`src/rtl/scsi_sil_pkg.sv`:
```
package scsi_sil_pkg;
  localparam int REG_W      = 8;
  localparam int STAT_EV_W  = 4;
  localparam int INTR_EV_W  = 7;
  localparam int PHASE_W    = 3;
  localparam int STEP_W     = 3;

  typedef enum logic [PHASE_W-1:0] {
    PH_DATA_OUT = 3'd0,
    PH_DATA_IN  = 3'd1,
    PH_COMMAND  = 3'd2,
    PH_STATUS   = 3'd3,
    PH_BAD4     = 3'd4,
    PH_BAD5     = 3'd5,
    PH_MSG_OUT  = 3'd6,
    PH_MSG_IN   = 3'd7
  } bus_phase_e;

  localparam logic [STEP_W-1:0] STEP_COMPLETE = 3'd4;
endpackage

```
`src/rtl/sil_sticky.sv`:
```
module sil_sticky #(
  parameter int W = 8
) (
  input  logic         clk,
  input  logic         rst,
  input  logic         clr,
  input  logic [W-1:0] set,
  output logic [W-1:0] nxt,
  output logic [W-1:0] q
);
  // a clear and a new event in the same cycle: the new event survives
  always_comb nxt = (clr ? '0 : q) | set;

  always_ff @(posedge clk) begin
    if (rst) q <= '0;
    else     q <= nxt;
  end
endmodule

```
`src/rtl/sil_phase_sync.sv`:
```
module sil_phase_sync
  import scsi_sil_pkg::*;
(
  input  logic               clk,
  input  logic               rst,
  input  logic [PHASE_W-1:0] phase_i,
  output logic [PHASE_W-1:0] phase_q,
  output logic               bad_q
);
  bus_phase_e ph;
  assign ph = bus_phase_e'(phase_i);

  always_ff @(posedge clk) begin
    if (rst) begin
      phase_q <= '0;
      bad_q   <= 1'b0;
    end else begin
      phase_q <= phase_i;
      bad_q   <= (ph == PH_BAD4) || (ph == PH_BAD5);
    end
  end
endmodule

```
`src/rtl/scsi_stat_intr_latch.sv`:
```
module scsi_stat_intr_latch
  import scsi_sil_pkg::*;
(
  input  logic                 clk,
  input  logic                 rst,
  input  logic                 soft_rst_i,
  input  logic                 rd_intr_i,
  input  logic                 irq_en_i,
  input  logic                 cfg_mute_cmd_rst_i,
  input  logic [STAT_EV_W-1:0] ev_stat_i,
  input  logic                 ev_busrst_ext_i,
  input  logic                 ev_busrst_cmd_i,
  input  logic [INTR_EV_W-1:0] ev_intr_i,
  input  logic [PHASE_W-1:0]   phase_i,
  input  logic                 step_wr_i,
  input  logic [STEP_W-1:0]    step_val_i,
  output logic [REG_W-1:0]     status_o,
  output logic [REG_W-1:0]     intr_o,
  output logic [REG_W-1:0]     step_o,
  output logic                 irq_o,
  output logic                 seq_done_o,
  output logic                 phase_bad_o
);
  localparam int INTR_W = INTR_EV_W + 1;

  logic                 clr;
  logic [INTR_W-1:0]    intr_set, intr_nxt, intr_q;
  logic [STAT_EV_W-1:0] stat_set, stat_nxt, stat_q;
  logic [PHASE_W-1:0]   phase_q;
  logic                 bad_q;
  logic                 pend_q, irq_q;
  logic [STEP_W-1:0]    step_q;
  logic                 done_q;
  logic                 busrst_any;

  assign clr        = rd_intr_i | soft_rst_i;
  assign busrst_any = ev_busrst_ext_i | (ev_busrst_cmd_i & ~cfg_mute_cmd_rst_i);
  assign intr_set   = soft_rst_i ? '0 : {busrst_any, ev_intr_i};
  assign stat_set   = soft_rst_i ? '0 : ev_stat_i;

  sil_sticky #(.W(INTR_W)) u_intr (
    .clk(clk), .rst(rst), .clr(clr), .set(intr_set), .nxt(intr_nxt), .q(intr_q)
  );

  sil_sticky #(.W(STAT_EV_W)) u_stat (
    .clk(clk), .rst(rst), .clr(clr), .set(stat_set), .nxt(stat_nxt), .q(stat_q)
  );

  sil_phase_sync u_phase (
    .clk(clk), .rst(rst), .phase_i(phase_i), .phase_q(phase_q), .bad_q(bad_q)
  );

  always_ff @(posedge clk) begin
    if (rst) begin
      pend_q <= 1'b0;
      irq_q  <= 1'b0;
    end else begin
      pend_q <= |intr_nxt;
      irq_q  <= (|intr_nxt) & irq_en_i;
    end
  end

  always_ff @(posedge clk) begin
    if (rst || soft_rst_i) begin
      step_q <= '0;
      done_q <= 1'b0;
    end else if (step_wr_i) begin
      step_q <= step_val_i;
      done_q <= (step_val_i == STEP_COMPLETE);
    end
  end

  assign status_o    = {pend_q, stat_q, phase_q};
  assign intr_o      = intr_q;
  assign step_o      = {{(REG_W-STEP_W){1'b0}}, step_q};
  assign irq_o       = irq_q;
  assign seq_done_o  = done_q;
  assign phase_bad_o = bad_q;
endmodule

```
`config.mk`:
```
export PLATFORM = sky130hd
export DESIGN_NAME = scsi_stat_intr_latch
export DESIGN_NICKNAME = d
export VERILOG_FILES = /design/src/rtl/scsi_sil_pkg.sv /design/src/rtl/sil_sticky.sv /design/src/rtl/sil_phase_sync.sv /design/src/rtl/scsi_stat_intr_latch.sv
export SDC_FILE = /design/constraint.sdc
export NUM_CORES = 1
export LEC_CHECK = 0
export ABC_AREA = 1
export CORE_UTILIZATION = 37
export CTS_CLUSTER_DIAMETER = 200
export DETAILED_ROUTE_END_ITERATION = 16
export GPL_TIMING_DRIVEN = 0
export PLACE_DENSITY = 0.83
export SETUP_SLACK_MARGIN = 0.2
export SLEW_MARGIN = 20
export SYNTH_ARGS = -nofsm -noshare
export SYNTH_HDL_FRONTEND = slang
export SYNTH_SLANG_ARGS = --single-unit
```
`constraint.sdc`:
```
create_clock -name clk -period 1.48 [get_ports clk]
set_input_delay 0.296 -clock clk [delete_from_list [all_inputs] [get_ports clk]]
set_output_delay 0.296 -clock clk [all_outputs]
set_load 0.03 [all_outputs]
```
---- After elaboration in Yosys (flattened, before gate mapping) ----
Cells that the tools add are included.
storage, ports and cells
  flip-flop bits (word level) ............. 22
  bits of input ports ..................... 26
  logic and storage cells ................. 25
operators by class
  equal/unequal tests ..................... 3
  multiplexer cells ....................... 4
  bitwise operators ....................... 7
  reduce and logical (&&, ||, !) cells .... 3
operators by type and width
  operator                               number
  2-to-1 mux 8 bit                       2
  == test 3 bit (second input constant)  3
  2-to-1 mux 4 bit                       2
  OR 8 bit                               1
  OR reduction 8 bit                     1
  OR 4 bit                               1
  AND 1 bit                              2
  logical OR 1 bit                       2
  OR 1 bit                               2
  inverter 1 bit                         1

---- Longest topological paths before layout ----
Gate-level depths: netlist of the first run.
  depth in word-level cells ............... 7
  mapped depth ............................ 8
  mapped depth without buffers ............ 7

---- Hierarchy ----
A second synthesis of the first run with hierarchy kept.
unflattened totals
  cell total of the unflattened synthesis .. 140
  area total of the unflattened synthesis .. 949.7 sq um
by module, submodules not included
  module                times used  cells an instance  area each (sq um)
  scsi_stat_intr_latch  1           65                 386.6
  sil_sticky (u_intr)   1           42                 299.0
  sil_sticky (u_stat)   1           21                 148.9
  sil_phase_sync        1           12                 115.1

---- Least setup slack after synthesis of the first run ----
No wires, ideal clock.
  path type ............................... register -> register
  start ................................... register u_intr.q[0]
  end ..................................... register irq_q (netlist: irq_o)
  setup time .............................. 111 ps
  arrival ................................. 905 ps
  data required time ...................... 1369 ps
  slack ................................... 464 ps
  cell stages (with the launch flop) ...... 7
  buffers on the path ..................... 0
  clock period less this slack ............ 1016 ps
  cell sequence ........................... dfxtp_1 -> a21oi_1 -> nand2_1 -> nor2_1 -> nand3_1 -> nand2_1 -> nor2_1
between the ends
  longest elaborated chain between the ends .. 4
ends and longest elaborated chain
  element                 line                        RTL
  from (decl)             sil_sticky.sv:9             output logic [W-1:0] q
  from (signal assigned)  sil_sticky.sv:16            else q <= nxt;
  2-to-1 mux 8 bit        sil_sticky.sv:12            always_comb nxt = (clr ? '0 : q) | set;
  OR 8 bit                sil_sticky.sv:12
  OR reduction 8 bit      scsi_stat_intr_latch.sv:59  irq_q <= (|intr_nxt) & irq_en_i;
  AND 1 bit               scsi_stat_intr_latch.sv:59
  to (signal assigned)    scsi_stat_intr_latch.sv:59
  to (decl)               scsi_stat_intr_latch.sv:31  logic pend_q, irq_q;
Every way passes these cells.
A chain may end at the register's enable or synchronous reset.

---- Final worst setup path of the first run ----
  start ................................... register u_phase.bad_q
  end ..................................... output phase_bad_o
RTL lines
  element                 line                        RTL
  from (decl)             sil_phase_sync.sv:8         output logic bad_q
  from (signal assigned)  sil_phase_sync.sv:19        bad_q <= (ph == PH_BAD4) || (ph == PH_BAD5);
  to (decl)               scsi_stat_intr_latch.sv:22  output logic phase_bad_o
No word-level cell between the ends.

==> reports/results.txt, run 1 <==
Status = finished clean
Worst skew pair latency = 300 ps
RR Endpoint = pend_q$_SDFF_PP0_
Synth cell types = 18
Routed WL = 1.820 mm
Category of the worst setup path launch point = flop
Mapped cell area = 797.0 um^2
DR vias = 765
Crit-path cells = clkdlybuf4s15_2
CP endpoint kind = output pin
GRT Resource Usage Total = 0.1692
Area growth from synthesis to layout = 62.48%
RSZ-0062 raised after global routing = no
DRC = 0
Hold Path Stages = 4
Placed insts = 171
Top cell type by total area after synthesis = dfxtp_1
DP Worst Slack = -126.8 ps
DR pass1 iterations = 4
YS warnings = 0
ANT cells = 0
Max IR drop VDD = 0.5418 mV
Final worst setup slack = 262.0 ps
WP data required = 1180 ps
CP max stage delay = 330 ps
Most frequent cells in the layout = clkdlybuf4s50_1, dfxtp_1, buf_2, nor2_1, nand2_1
DP HPWL = 1.399 mm
Non-filler instance count after layout = 176
Worst hold start = rd_intr_i
Grt ovf = 0
Number of global-route vias before repair = 735
Clk slew on worst S/H paths = 120 ps
Syn_area_per_cell = 8.570 um^2
Commonest non-fill, non-tap cell in the layout = clkdlybuf4s50_1
Buf/Inv on CP = 1
Max-slew violations = 0
I/O Pins = 53
CP arrival = 920 ps
Post-synthesis sequential area ratio = 0.5526
Number of DRC markers in iteration 0 = 3
Vias per Instance = 4.347
F_max = 821.0 MHz
Largest net degree at the start of global routing = 13
Post-DRT Antenna Nets = 0
Pwr dens = 927.4 nW/um^2
Share of layout cells above drive strength 1 = 0.2953
Crit path max-delay family = flip-flops
Slowest CP cell = dfxtp_1
Final Cycle Share = 0.8230
Final Wtd Congestion = 0.6680
CTS Root Cell = clkbuf_4
Initial antenna violation count = 0
Final setup TNS = 0 ps
CTS Buf Count = 3
Final #Nets = 176
Depth of the CTS H-tree = 1
Setup violators final = 0
Clock Sinks = 22
Reg2reg path depth = 6
CTS tree = done
# port buffers = 47
Crit path max fanout = 1
Initial core utilization = 0.3981
WS Path Type = reg -> out
Main area contributors after synthesis = dfxtp_1, nor2_1, a21oi_1
Hold_buf cts = 0
Worst clock skew = 2.159 ps
Top-area cell type share of the netlist area = 0.5526
WL/cell = 10.34 um
Std-Cell Rows = 16
Synthesized flop and latch total = 22
Core ar. = 2002 um^2
Power, Total = 1.201 mW
Hold WC Path Type = in -> reg
Hold Vio Cnt, Final = 0
Die height = 48.41 um
Worst r2r src = u_intr.q[0]$_SDFF_PP0_
Cells after synthesis = 93
Setup slack, reg-to-reg = 510 ps
Die X = 48.41 um
Die area = 2344 um^2
Leakage Power = 0.6321 nW
Max-cap violations = 0
Min cycle time layout = 1218 ps
First-pass GRT wire length = 3.015 mm
Hold worst-path end = u_intr.q[0]$_SDFF_PP0_
Bufs on Longest Clock Path = 2
Crit. Startpoint = u_phase.bad_q$_SDFF_PP0_
## where the power goes
group | switching (mW) | internal (mW) | total, mW | leakage, nW
clock network | 0.170 | 0.150 | 0.320 | 0.0210
logic | 0.133 | 0.118 | 0.251 | 0.430
registers | 0.0118 | 0.618 | 0.629 | 0.181
## per-layer routing
metal | GRT usage | wire length (um) | vias to the layer above
met3 | 0.05031 | 163 | 4
met2 | 0.3216 | 960 | 41
met5 | 0 | 0 | -
li1 | - | - | 387
met1 | 0.1624 | 663 | 333
met4 | 0.08824 | 33 | 0
## worst max-delay path by stage
stage / end / slack [ps] / cells past startpoint
finish: phase_bad_o / 260 / 1
global route: phase_bad_o / 200 / 1
CTS: status_o[7] / 160 / 2
detailed placement: pend_q$_SDFF_PP0_ / -130 / 9
global placement: irq_o$_SDFF_PP0_ / -130 / 9
floorplan: irq_o$_SDFF_PP0_ / 460 / 6
## synth_stat cells (all sizes together)
cell type and number:
nor3 1, nand2 12, dfxtp 22, a21oi 14
nor2 19, inv 11, buf 8, nand3 1
nor3b 1, or3 1, a21o 1, conb 1
or2 1
## sequential cells by signal, indices dropped and copies added, names as in the netlist
| signal | count |
|---|---|
| step_q | 3 |
| u_phase.bad_q | 1 |
| u_phase.phase_q | 3 |
| pend_q | 1 |
| irq_o | 1 |
| u_stat.q | 4 |
| seq_done_o | 1 |
| u_intr.q | 8 |
## repair_timing
| item | CTS | global route |
|---|---|---|
| gates resized for setup | 70 | 33 |
| buffers inserted | 1 | 0 |
| pin swaps | 2 | 1 |
| endpoints found under the setup margin | 23 | 17 |
## worst min-delay path: stages
cell and delay, ps:
dlymetal6s2s_1 130, inv_2 80, a21oi_1 80, nor2_1 70
## area by class of cell
type                            count  area (um^2)
Tap cell                           27        33.78
Fill cell                         181        706.9
Clock buffer                        4        36.28
Sequential cell                    22        440.4
Inverter                           11        41.29
Multi-Input combinational cell     56        276.5
Timing Repair Buffer               48        401.6
Buffer                              8        65.06
## per-stage QoR
stage / cell area [um^2] / hold slack (ps) / utilization
final: 1295 / 385.1 / 0.6469
after global routing: 1295 / 409.8 / 0.6469
after CTS: 1375 / 473.1 / 0.6869
after detailed placement: 1316 / 454.4 / 0.6575
after global placement: 1316 / 450.6 / 0.6575
after floorplan: 812.0 / 367.2 / -
## cells by family (layout without fill, tap and decap cells)
kind of cell,Yosys count,in the layout,share of synthesized area
buf+inv,19,71,0.1287
compound gates,15,15,0.1209
simple gates,36,36,0.1931
flops,22,22,0.5526
other cells,1,5,0.004705
Power figures use the tool's default switching activity.
==> run 2: changes to the inputs <==
--- a/config.mk
+++ b/config.mk
@@ -6,11 +6,11 @@
 export NUM_CORES = 1
 export LEC_CHECK = 0
 export ABC_AREA = 1
-export CORE_UTILIZATION = 37
+export CORE_UTILIZATION = 31
 export CTS_CLUSTER_DIAMETER = 200
 export DETAILED_ROUTE_END_ITERATION = 16
 export GPL_TIMING_DRIVEN = 0
-export PLACE_DENSITY = 0.83
+export PLACE_DENSITY = 0.74
 export SETUP_SLACK_MARGIN = 0.2
 export SLEW_MARGIN = 20
 export SYNTH_ARGS = -nofsm -noshare
==> constraint.sdc (replaced) <==
create_clock -name clk -period 1 [get_ports clk]
set_input_delay 0.2 -clock clk [delete_from_list [all_inputs] [get_ports clk]]
set_output_delay 0.2 -clock clk [all_outputs]
set_load 0.03 [all_outputs]
==> run 2 against run 1 <==
The run now ends with negative setup slack left. Sequential share of layout area is 1.6 points lower. Cell area up 16%. Flip-flop and latch count is the same. Non-clock buffer count up 3. First-iteration DRC count unchanged. Register-to-register slack worse by 520 ps. Clock power increased by 46%. Hold slack got worse by 130 ps. Global-route usage down 2.8 points. Critical path type unchanged. Largest cell class unchanged. Highest routed layer unchanged.
==> reports/results.txt, run 2 (synthesis gave the netlist of run 1 again) <==
Final Cell Area = 1508 um^2
Status = complete, but fails checks
Category of the worst setup path launch point = flop
CTS tree = done
Area growth from synthesis to layout = 89.17%
CP endpoint kind = output pin
Initial core utilization = 0.3247
Depth of the CTS H-tree = 1
Share of layout cells above drive strength 1 = 0.4868
Clk slew on worst S/H paths = 110 ps
Hold WC Path Type = in -> reg
Min cycle time layout = 1051 ps
Clock Sinks = 22
First-pass GRT wire length = 2.815 mm
# port buffers = 47
Max reg flops = 8
Max-cap violations = 0
Hold Vio Cnt, Final = 0
Most frequent cells in the layout = buf_6, nor2_1, clkdlybuf4s50_1
Setup violators final = 3
Crit path max fanout = 1
Core ar. = 2455 um^2
Number of global-route vias before repair = 718
Post-DRT Antenna Nets = 0
Worst skew pair latency = 290 ps
Pwr dens = 1209 nW/um^2
Regs by FF count = u_intr.q: 8 flops, u_stat.q: 4 flops
DR vias = 770
Final worst setup slack = -51.46 ps
Initial antenna violation count = 0
F_max = 951.1 MHz
DRC = 0
DP HPWL = 1.403 mm
Leakage Power = 0.6955 nW
Power, Total = 1.823 mW
CTS Root Cell = clkbuf_4
CTS Buf Count = 3
Vias per Instance = 4.231
Die height = 52.71 um
Grt ovf = 0
I/O Pins = 53
Largest net degree at the start of global routing = 13
Number of DRC markers in iteration 0 = 3
Final #Nets = 179
Std-Cell Rows = 18
Fin Hold WS = 258.3 ps
Commonest non-fill, non-tap cell in the layout = buf_6
Bufs on Longest Clock Path = 2
WP data required = 800 ps
Routed WL = 1.827 mm
Final Wtd Congestion = 0.7363
Max IR drop VDD = 0.7162 mV
Final Cycle Share = 1.051
ANT cells = 0
RSZ-0062 raised after global routing = yes
Die X = 52.71 um
DR pass1 iterations = 4
Failing checks = negative setup slack
Final setup TNS = -61.89 ps
Die area = 2778 um^2
Max-slew violations = 0
WS Path Type = reg -> out
Largest Register = u_intr.q
Hold_buf cts = 0
GRT Resource Usage Total = 0.1410
CP arrival = 850 ps
Worst clock skew = 1.581 ps
WL/cell = 10.04 um
Dpl cell area = 1356 um^2
## run 2: cell types whose count changed in the layout (fill, tap and decap cells not counted), sizes merged
cell           before  now
clkdlybuf4s15       5    1
buf                26   34
dlymetal6s2s        1    0
clkdlybuf4s50      24   16
dlygate4sd2         0    8
## run 2: worst max-delay path, cell delays in order (launching register included)
cell and delay (ps):
dfxtp_2 330, buf_6 100, buf_6 120
## run 2: repair_timing
item                       in CTS  in global routing
setup endpoints to repair      40                 29
pin swaps                      11                  2
gates cloned                    1                  0
resized for setup             185                  3
buffers inserted                2                  1
## run 2: layer usage
layer  GRT usage  wire length, um  up-vias
li1            -                -      393
met1      0.1246              699      338
met2      0.2911              969       37
met3     0.02899              145        2
met4     0.06579               13        0
met5           0                0        -
## run 2: where the power goes
group	total [mW]	internal, mW	switching, mW
Combinational	0.422	0.217	0.205
Clock	0.468	0.222	0.246
Sequential	0.934	0.907	0.0262
Total	1.82	1.35	0.478
## run 2: final timing paths
kind,start,to,slack (ps),cells past startpoint
setup / recovery,pend_q$_SDFF_PP0_,status_o[7],-50,2
hold / removal,step_wr_i,step_q[1]$_SDFFE_PP0P_,260,3
setup reg to reg,u_intr.q[2]$_SDFF_PP0_,irq_o$_SDFF_PP0_,-10,6
hold reg to reg,step_q[1]$_SDFFE_PP0P_,step_q[1]$_SDFFE_PP0P_,470,2
## run 2: area by class of cell
type                            count  area [um^2]
Tap cell                           30        37.54
Clock buffer                        4        36.28
Inverter                           11        43.79
Buffer                              8        71.32
Fill cell                         234        947.2
Sequential cell                    22        488.0
Timing Repair Buffer               51        528.0
Multi-Input combinational cell     56        302.8
## run 2: metrics by stage
stage          setup slack (ps)  instances    util
2_1_floorplan             86.19         97       -
3_3_place_gp             -552.6        174  0.5525
3_5_place_dp             -582.8        174  0.5525
4_1_cts                  -71.76        181  0.6075
5_1_grt                  -95.01        182  0.6142
6_report                 -51.46        182  0.6142
==> run 3: changes to the inputs <==
--- a/config.mk
+++ b/config.mk
@@ -6,6 +6,7 @@
 export NUM_CORES = 1
 export LEC_CHECK = 0
 export ABC_AREA = 1
+export CORE_ASPECT_RATIO = 1.2
 export CORE_UTILIZATION = 31
 export CTS_CLUSTER_DIAMETER = 200
 export DETAILED_ROUTE_END_ITERATION = 16
==> run 3 against run 2 <==
The run still ends with negative setup slack left. Critical endpoint unchanged. Cell area rose by 1.1%. Hold slack worse by 3.7 ps. Worst setup slack worse by 12 ps. Core utilization increased by 3.3 points. Routed wire length rose by 1.3%. Flip-flop and latch count unchanged. Combinational power barely moved. Sequential share of layout area fell by 0.43 points.
==> reports/results.txt, run 3 (synthesis gave the netlist of run 1 again) <==
Routed WL = 1.850 mm
Die area = 2779 um^2
Final Cycle Share = 1.064
# fillers = 209
Power, Total = 1.924 mW
# port buffers = 47
Pwr dens = 1263 nW/um^2
Placed insts = 175
CP arrival = 860 ps
ANT cells = 0
Comb pwr share = 0.220
Clk slew on worst S/H paths = 120 ps
Switching portion of total power = 0.2578
Final Wtd Congestion = 0.6679
Die X = 48.29 um
Crit path max fanout = 1
Clock Sinks = 22
Share of layout cells above drive strength 1 = 0.4839
Grt ovf = 0
DP HPWL = 1.401 mm
Final worst setup slack = -63.50 ps
Hold WC Path Type = in -> reg
Commonest non-fill, non-tap cell in the layout = buf_6
Die height = 57.55 um
DRC = 0
Flop pwr share = 0.485
Switch Pwr = 0.4961 mW
DR vias = 771
WP data required = 800 ps
CP endpoint kind = output pin
Min cycle time layout = 1064 ps
CTS tree = done
Final setup TNS = -77.92 ps
Non-filler instance count after layout = 186
Initial core utilization = 0.3386
First-pass GRT wire length = 2.994 mm
Number of global-route vias before repair = 756
Worst skew pair latency = 300 ps
F_max = 940.3 MHz
I/O Pins = 53
Status = complete, but fails checks
DR pass1 iterations = 4
Worst clock skew = 1.535 ps
Bufs on Longest Clock Path = 2
Internal Power = 1.428 mW
Std-Cell Rows = 19
Hold Vio Cnt, Final = 0
Core ar. = 2354 um^2
Vias per Instance = 4.145
Max reg flops = 8
Failing checks = negative setup slack
Leakage Power = 0.7096 nW
Area growth from synthesis to layout = 91.21%
Number of DRC markers in iteration 0 = 3
Max IR drop VDD = 0.8404 mV
Category of the worst setup path launch point = flop
Post-DRT Antenna Nets = 0
WS Path Type = reg -> out
RSZ-0062 raised after global routing = yes
Most frequent cells in the layout = buf_6, nor2_1, clkdlybuf4s50_1
Initial antenna violation count = 0
Setup violators final = 3
GRT Resource Usage Total = 0.1494
Hold_buf cts = 0
Largest net degree at the start of global routing = 14
CTS Root Cell = clkbuf_4
WL/cell = 9.946 um
Clock network power share = 0.296
Final #Nets = 182
Largest Register = u_intr.q
CTS Buf Count = 3
Max-cap violations = 0
Regs by FF count = u_intr.q: 8 flops, u_stat.q: 4 flops
Max-slew violations = 0
Depth of the CTS H-tree = 1
-- run 3: stage by stage --
stage | hold WS [ps] | area (um^2) | util | worst slack [ps]
global route | 253.3 | 1524 | 0.6475 | -108.3
floorplan | 271.2 | 848.3 | - | 86.19
CTS | 256.1 | 1508 | 0.6406 | -81.78
detailed placement | 454.0 | 1358 | 0.5768 | -592.6
finish | 254.6 | 1524 | 0.6475 | -63.50
global placement | 454.3 | 1358 | 0.5768 | -561.8
-- run 3: layer usage --
layer | routed length (um) | vias to the layer above | part of all wire | GRT usage
met3 | 151 | 0 | 0.082 | 0.03165
met5 | 0 | - | 0 | 0
met1 | 689 | 335 | 0.37 | 0.1395
li1 | - | 398 | - | -
met4 | 0 | 0 | 0 | 0.04762
met2 | 1010 | 38 | 0.55 | 0.2914
-- run 3: power groups by stage --
stage | registers (mW) | clock network (mW) | logic (mW)
after floorplan | 1.01 | 0 | 0.128
after global placement | 0.939 | 0 | 0.390
after detailed placement | 0.941 | 0 | 0.395
after CTS | 0.933 | 0.595 | 0.420
after global routing | 0.939 | 0.646 | 0.455
final | 0.933 | 0.569 | 0.423
-- run 3: critical path, stage by stage, from the launching register on --
cell and delay [ps]:
dfxtp_1 320, buf_4 120, buf_6 130
-- run 3: cell type report --
class,count,area [um^2],share of cell area
tap,31,38.79,0.02545
timing repair buffer,54,538.0,0.3530
buffer,8,67.56,0.04434
clock buffer,4,47.55,0.03120
sequential,22,486.7,0.3194
inverter,11,43.79,0.02874
multi-input combinational,56,301.5,0.1979
-- run 3: worst paths after layout --
kind	from	endpoint	slack (ps)	cells after the start
worst max-delay path	pend_q$_SDFF_PP0_	status_o[7]	-60	2
worst min-delay path	step_wr_i	step_q[1]$_SDFFE_PP0P_	250	3
worst max register to register	u_intr.q[2]$_SDFF_PP0_	irq_o$_SDFF_PP0_	10	6
worst min register to register	step_q[1]$_SDFFE_PP0P_	step_q[1]$_SDFFE_PP0P_	470	2
-- run 3: what timing repair did --
action,in CTS,in global routing
resized for setup,183,2
cloned,1,0
buffers inserted,5,1
setup endpoints to repair,38,26
pin swaps,7,2
